File: src/rtl/slpwk_pkg.sv
// Shared types for the sleep/wake controller.
package slpwk_pkg;
    // Power sequencing state.
    typedef enum logic [1:0] {
        ST_RUN   = 2'd0,
        ST_SLEEP = 2'd1,
        ST_WAKE  = 2'd2
    } pwr_state_e;

    // Winning wake or reset cause after arbitration.
    typedef enum logic [1:0] {
        WK_NONE = 2'd0,
        WK_EXT  = 2'd1,
        WK_WDT  = 2'd2,
        WK_IRQ  = 2'd3
    } wake_cause_e;
endpackage

File: src/rtl/slpwk_sync.sv
// Multi-stage synchronizer for a vector of asynchronous level inputs.
// Assumes each bit is independent; no bus coherency is provided.
module slpwk_sync #(
    parameter int WIDTH  = 4,
    parameter int STAGES = 2
) (
    input  logic             clk,
    input  logic             rst_n,
    input  logic [WIDTH-1:0] async_in,
    output logic [WIDTH-1:0] sync_out
);
    logic [WIDTH-1:0] chain_q [STAGES];

    generate
        for (genvar s = 0; s < STAGES; s++) begin : g_stage
            // One flop stage; stage 0 samples the raw input.
            always_ff @(posedge clk) begin
                if (!rst_n) begin
                    chain_q[s] <= '0;
                end else if (s == 0) begin
                    chain_q[s] <= async_in;
                end else begin
                    chain_q[s] <= chain_q[(s == 0) ? 0 : s-1];
                end
            end
        end
    endgenerate

    assign sync_out = chain_q[STAGES-1];
endmodule

File: src/rtl/slpwk_arb.sv
// Fixed-priority arbiter for wake causes: external > watchdog > interrupt.
// Assumes callers have already masked interrupt requests by state.
module slpwk_arb
    import slpwk_pkg::*;
(
    input  logic        ext_req,
    input  logic        wdt_req,
    input  logic        irq_req,
    output wake_cause_e cause
);
    // Pick the highest-ranked active request.
    always_comb begin
        if (ext_req)      cause = WK_EXT;
        else if (wdt_req) cause = WK_WDT;
        else if (irq_req) cause = WK_IRQ;
        else              cause = WK_NONE;
    end
endmodule

File: src/rtl/slpwk_status.sv
// Power-down and time-out status flags.
// Assumes at most one event input is high per cycle.
module slpwk_status (
    input  logic clk,
    input  logic rst_n,
    input  logic evt_sleep,
    input  logic evt_wdt_wake,
    input  logic evt_wdt_rst,
    output logic pd_q,
    output logic to_q
);
    // Power-down flag: set on power-up and watchdog reset, cleared on sleep entry.
    always_ff @(posedge clk) begin
        if (!rst_n)           pd_q <= 1'b1;
        else if (evt_sleep)   pd_q <= 1'b0;
        else if (evt_wdt_rst) pd_q <= 1'b1;
    end

    // Time-out flag: set on power-up and sleep entry, cleared by any watchdog expiry.
    always_ff @(posedge clk) begin
        if (!rst_n)                          to_q <= 1'b1;
        else if (evt_sleep)                  to_q <= 1'b1;
        else if (evt_wdt_wake || evt_wdt_rst) to_q <= 1'b0;
    end
endmodule

File: src/rtl/slpwk_ctrl.sv
// Sleep/wake sequencer top: RUN -> SLEEP -> WAKE (one cycle) -> RUN.
// Runs on a free-running clock; asynchronous flags and the external
// reset event are synchronized here, the watchdog input is not.
module slpwk_ctrl
    import slpwk_pkg::*;
#(
    parameter int                 N_IRQ       = 4,
    parameter logic [N_IRQ-1:0]   ASYNC_MASK  = 4'b1011,
    parameter int                 SYNC_STAGES = 2
) (
    input  logic             clk,
    input  logic             rst_n,
    input  logic             sleep_strobe,
    input  logic             ext_reset_evt,
    input  logic             wdt_expired,
    input  logic [N_IRQ-1:0] irq_flag,
    input  logic [N_IRQ-1:0] irq_enable,
    input  logic             glb_int_en,
    output logic             core_clk_en,
    output logic             wdt_clear,
    output logic             resume_pulse,
    output logic             vector_pulse,
    output logic             core_reset,
    output logic             pwrdn_flag,
    output logic             timeout_flag
);
    localparam int SYNC_W = N_IRQ + 1;

    pwr_state_e       state_q, state_d;
    wake_cause_e      cause;
    logic             wake_irq_q, wake_irq_d;
    logic [SYNC_W-1:0] sync_vec;
    logic [N_IRQ-1:0] flag_s;
    logic             ext_s;
    logic             pend_any, pend_async;
    logic             evt_sleep, evt_wdt_wake, evt_wdt_rst;

    slpwk_sync #(.WIDTH(SYNC_W), .STAGES(SYNC_STAGES)) u_sync (
        .clk      (clk),
        .rst_n    (rst_n),
        .async_in ({ext_reset_evt, irq_flag}),
        .sync_out (sync_vec)
    );

    assign flag_s     = sync_vec[N_IRQ-1:0];
    assign ext_s      = sync_vec[N_IRQ];
    assign pend_any   = |(flag_s & irq_enable);
    assign pend_async = |(flag_s & irq_enable & ASYNC_MASK);

    slpwk_arb u_arb (
        .ext_req (ext_s),
        .wdt_req (wdt_expired),
        .irq_req (pend_async && (state_q == ST_SLEEP)),
        .cause   (cause)
    );

    // Next-state and status-event decode.
    always_comb begin
        state_d      = state_q;
        wake_irq_d   = wake_irq_q;
        evt_sleep    = 1'b0;
        evt_wdt_wake = 1'b0;
        evt_wdt_rst  = 1'b0;
        case (state_q)
            ST_RUN: begin
                if (cause == WK_WDT) begin
                    evt_wdt_rst = 1'b1;
                end else if (cause == WK_NONE && sleep_strobe) begin
                    evt_sleep = 1'b1;
                    if (pend_any) begin
                        state_d    = ST_WAKE;
                        wake_irq_d = 1'b1;
                    end else begin
                        state_d = ST_SLEEP;
                    end
                end
            end
            ST_SLEEP: begin
                case (cause)
                    WK_EXT: state_d = ST_RUN;
                    WK_WDT: begin
                        evt_wdt_wake = 1'b1;
                        state_d      = ST_WAKE;
                        wake_irq_d   = 1'b0;
                    end
                    WK_IRQ: begin
                        state_d    = ST_WAKE;
                        wake_irq_d = 1'b1;
                    end
                    default: state_d = ST_SLEEP;
                endcase
            end
            ST_WAKE: state_d = ST_RUN;
            default: state_d = ST_RUN;
        endcase
    end

    // State and wake-source registers.
    always_ff @(posedge clk) begin
        if (!rst_n) begin
            state_q    <= ST_RUN;
            wake_irq_q <= 1'b0;
        end else begin
            state_q    <= state_d;
            wake_irq_q <= wake_irq_d;
        end
    end

    slpwk_status u_status (
        .clk          (clk),
        .rst_n        (rst_n),
        .evt_sleep    (evt_sleep),
        .evt_wdt_wake (evt_wdt_wake),
        .evt_wdt_rst  (evt_wdt_rst),
        .pd_q         (pwrdn_flag),
        .to_q         (timeout_flag)
    );

    // Output decode from state and arbitration result.
    always_comb begin
        core_clk_en  = (state_q != ST_SLEEP);
        core_reset   = (cause == WK_EXT) || (state_q == ST_RUN && cause == WK_WDT);
        resume_pulse = (state_q == ST_WAKE) && (cause != WK_EXT);
        vector_pulse = resume_pulse && wake_irq_q && glb_int_en;
        wdt_clear    = evt_sleep || (state_q == ST_WAKE);
    end
endmodule

File: config.mk
export PLATFORM = sky130hd
export DESIGN_NAME = slpwk_ctrl
export DESIGN_NICKNAME = d
export VERILOG_FILES = /design/src/rtl/slpwk_pkg.sv /design/src/rtl/slpwk_sync.sv /design/src/rtl/slpwk_arb.sv /design/src/rtl/slpwk_status.sv /design/src/rtl/slpwk_ctrl.sv
export SDC_FILE = /design/constraint.sdc
export NUM_CORES = 1
export LEC_CHECK = 0
export ABC_AREA = 0
export BUFFER_PORTS_ARGS = -buffer_cell sky130_fd_sc_hd__buf_2
export CELL_PAD_IN_SITES_DETAIL_PLACEMENT = 0
export CELL_PAD_IN_SITES_GLOBAL_PLACEMENT = 2
export CORE_UTILIZATION = 23
export DETAILED_ROUTE_END_ITERATION = 6
export GPL_TIMING_DRIVEN = 0
export HOLD_SLACK_MARGIN = 0.05
export PLACE_DENSITY_LB_ADDON = 0.1
export SYNTH_ARGS = -nofsm -noshare
export SYNTH_HDL_FRONTEND = slang
export SYNTH_SLANG_ARGS = --single-unit
File: constraint.sdc
create_clock -name clk -period 1 [get_ports clk]
set_input_delay 0.05 -clock clk [delete_from_list [all_inputs] [get_ports clk]]
set_output_delay 0.05 -clock clk [all_outputs]
set_load 0.02 [all_outputs]
==> impl_metrics.toml <==
[setup_path]
path_class = "flop to primary output"
r2r_end = "u_status.pd_q"
end_kind = "primary output"
startpoint_type = "flop"
worstPathArrival_ns = 1.17
r2r_start = "state_q[0]"
r2r_slack_ns = -0.14
worst-path-max-fanout = 3
required_ns = 0.95
ff2ff_path_depth = 4

[logic_synthesis]
seq_area_frac_synth_pct = 54.5
synth_top_family_by_area = "simple AND/OR/NAND/NOR gates"
netlist-cell-type-count = 22
synth.yosys.warnings = 0
synth_area_um2 = 551
synth_compound_area_share_pct = 13.9
yosys-top-cells-area = "dfxtp_1 55%, and2_1 11%, nand2_1 4.1%"
yosysTopAreaCellShare_pct = 54.5
synthSimpleGateAreaFrac_pct = 27.5
avgSynthCellArea_um2 = 10.0
synthMuxAreaShare_pct = 0
synth_fa_ha_area_share_pct = 0
synth_nets = 69
syn_inst = 55
synthXorXnorAreaFrac_pct = 0
yosys_register_bits = 15
yosysTopAreaCell = "dfxtp_1"

[power]
power.density_nw_per_um2 = 1360
irDropWorstVdd_v = 0.000740
p_seq_share_pct = 55.6
pwr-share-clk_pct = 28.3
p_switching_uw = 267
switching_share_pct = 23.3
p_leak_nw = 0.369
p_comb_share_pct = 16.1
p_int_uw = 878

[global_routing]
grt_max_degree = 11
grt_remaining_overflow = 0
grt_pass1_vias = 420
grt_pass1_wl_um = 1730
antenna_found_initial = 0
grt_usage_pct = 9.35

[hold_path]
hold_class = "primary input to flop"
min_to = "u_sync.chain_q[0][0]"
holdPathStages = 2
hp-start = "rst_n"

[sta]
finalSetupViolCount = 10
max_freq_ghz = 0.818
final_hold_viol_count = 0
fin_crit_ns = 1.22
slew_viol_final = 0
slew_headroom_pct = 76.5
fin_tns_setup_ns = -1.12
final.period_utilization_pct = 122
rsz0062_at_grt = "yes"
skew_ns = 0.00185
worst_pin_slew_ns = 0.352
layout_setup_ws_ns = -0.222

[clock_network]
clock_sinks = 15
clockRootBuffer = "clkbuf_4"
cts_buffer_depth = 2
clk_pin_slew_ns = 0.08
clock_latency_ns = 0.27
h-tree-depth = 1
cts_tree = "yes"
cts-buffers-inserted = 3

[finish]
postLayoutCellArea_um2 = 840
drive_gt1_share_pct = 41.9
syn_to_final_growth_pct = 52.5
fillerInstances = 228
diodes = 0
nets = 101
final_common_cell = "buf_2"
final_util_pct = 37.6
final_cell_mix = "16 x buf_2, 12 x dfxtp_1, 10 x and2_1, 6 x nand2_1, 5 x dlygate4sd3_1"

[placed_design]
place_area_um2 = 698
dp_hpwl_um = 776
place_congestion = 0.697
io_buffers = 20

[detailed_routing]
detail-route-antenna-nets = 0
wl_per_cell_um = 9.51
drt_iter0_markers = 5
drc = 0
viasPerCell = 4.13
drt-total-wl_um = 1080
firstDrtPassIters = 4
vias = 471

[job]
cap_violations = 0

[die]
die_x_um = 50.9
die-area_um2 = 2590
pin_count = 21
die-height_um = 50.9
core_um2 = 2230
rows = 17
start_util_pct = 24.6

[outcome]
status = "complete, but fails checks"
violations = "setup timing"
[critical path, stage by stage (launching register included)]
cell     delay [ns]
dfxtp_2        0.33
buf_6          0.12
nor3_4         0.16
and3_4         0.20
buf_6          0.11
[worst max-delay path by stage]
stage	start	endpoint	slack, ns	cells after the start
detailed placement	u_sync.chain_q[1][3]	wake_irq_q	-0.06	3
floorplan	state_q[0]	vector_pulse	-0.04	3
finish	state_q[0]	vector_pulse	-0.22	4
global placement	u_sync.chain_q[1][3]	wake_irq_q	-0.06	3
global route	state_q[0]	vector_pulse	-0.28	4
CTS	state_q[0]	vector_pulse	-0.25	4
[cells by family (layout without fill, tap and decap cells)]
| logic type | Yosys count | count (layout) |
|---|---|---|
| compound gates | 10 | 10 |
| buf+inv | 4 | 35 |
| flops | 15 | 15 |
| simple gates | 26 | 26 |
[area by class of cell]
class | instances | area (um^2) | share of cell area [%]
tap | 28 | 35.0 | 4.17
buffer | 2 | 15.0 | 1.79
clock buffer | 4 | 26.3 | 3.13
multi-input combinational | 36 | 260 | 31.0
timing repair buffer | 27 | 186 | 22.2
sequential | 15 | 309 | 36.8
inverter | 2 | 7.51 | 0.894
[what timing repair did]
action | in CTS | in global routing
pin swaps | 7 | 0
endpoints found under the hold margin | 5 | 0
setup buffers | 2 | 0
gates resized for setup | 14 | 1
hold buffers | 5 | 0
endpoints found under the setup margin | 9 | 10
[synthesized netlist by cell type (all sizes together)]
cell / number
a21o: 1
a21oi: 2
a222oi: 1
and2: 10
and2b: 1
and3: 2
buf: 1
clkbuf: 1
dfxtp: 15
inv: 2
nand2: 6
nor2: 4
nor2b: 1
nor3: 1
nor4b: 1
o2111ai: 1
o211ai: 1
o21a: 1
o221ai: 1
o22ai: 1
o2bb2ai: 1
[registers in the layout, summed over array words and instances, names as in the netlist]
| register | cells |
|---|---|
| u_sync.chain_q | 10 |
| state_q | 2 |
| u_status.pd_q | 1 |
| u_status.to_q | 1 |
| wake_irq_q | 1 |
[power by group through the flow]
stage | clock [mW] | sequential (mW) | combinational [mW]
after global placement | 0 | 0.654 | 0.145
after global routing | 0.370 | 0.641 | 0.200
after detailed placement | 0 | 0.655 | 0.146
after floorplan | 0 | 0.660 | 0.0805
after CTS | 0.352 | 0.639 | 0.186
final | 0.324 | 0.637 | 0.184
[stage by stage]
stage	hold WS (ns)	setup slack [ns]	total power, mW	cells
after floorplan	0.172	-0.0421	0.741	55
after global placement	0.255	-0.0560	0.800	103
after detailed placement	0.259	-0.0623	0.801	103
after CTS	0.0585	-0.249	1.18	114
after global routing	0.0753	-0.278	1.21	114
final	0.0629	-0.222	1.15	114
[metal layers]
metal  up-vias  GRT usage (%)  part of all wire [%]
met5         -              0                     0
met4         0           8.33                  0.92
met3         2           2.08                   5.0
met2        15           14.0                    45
met1       205           11.0                    49
li1        249              -                     -
No activity file was read; power rests on OpenSTA's default activity.
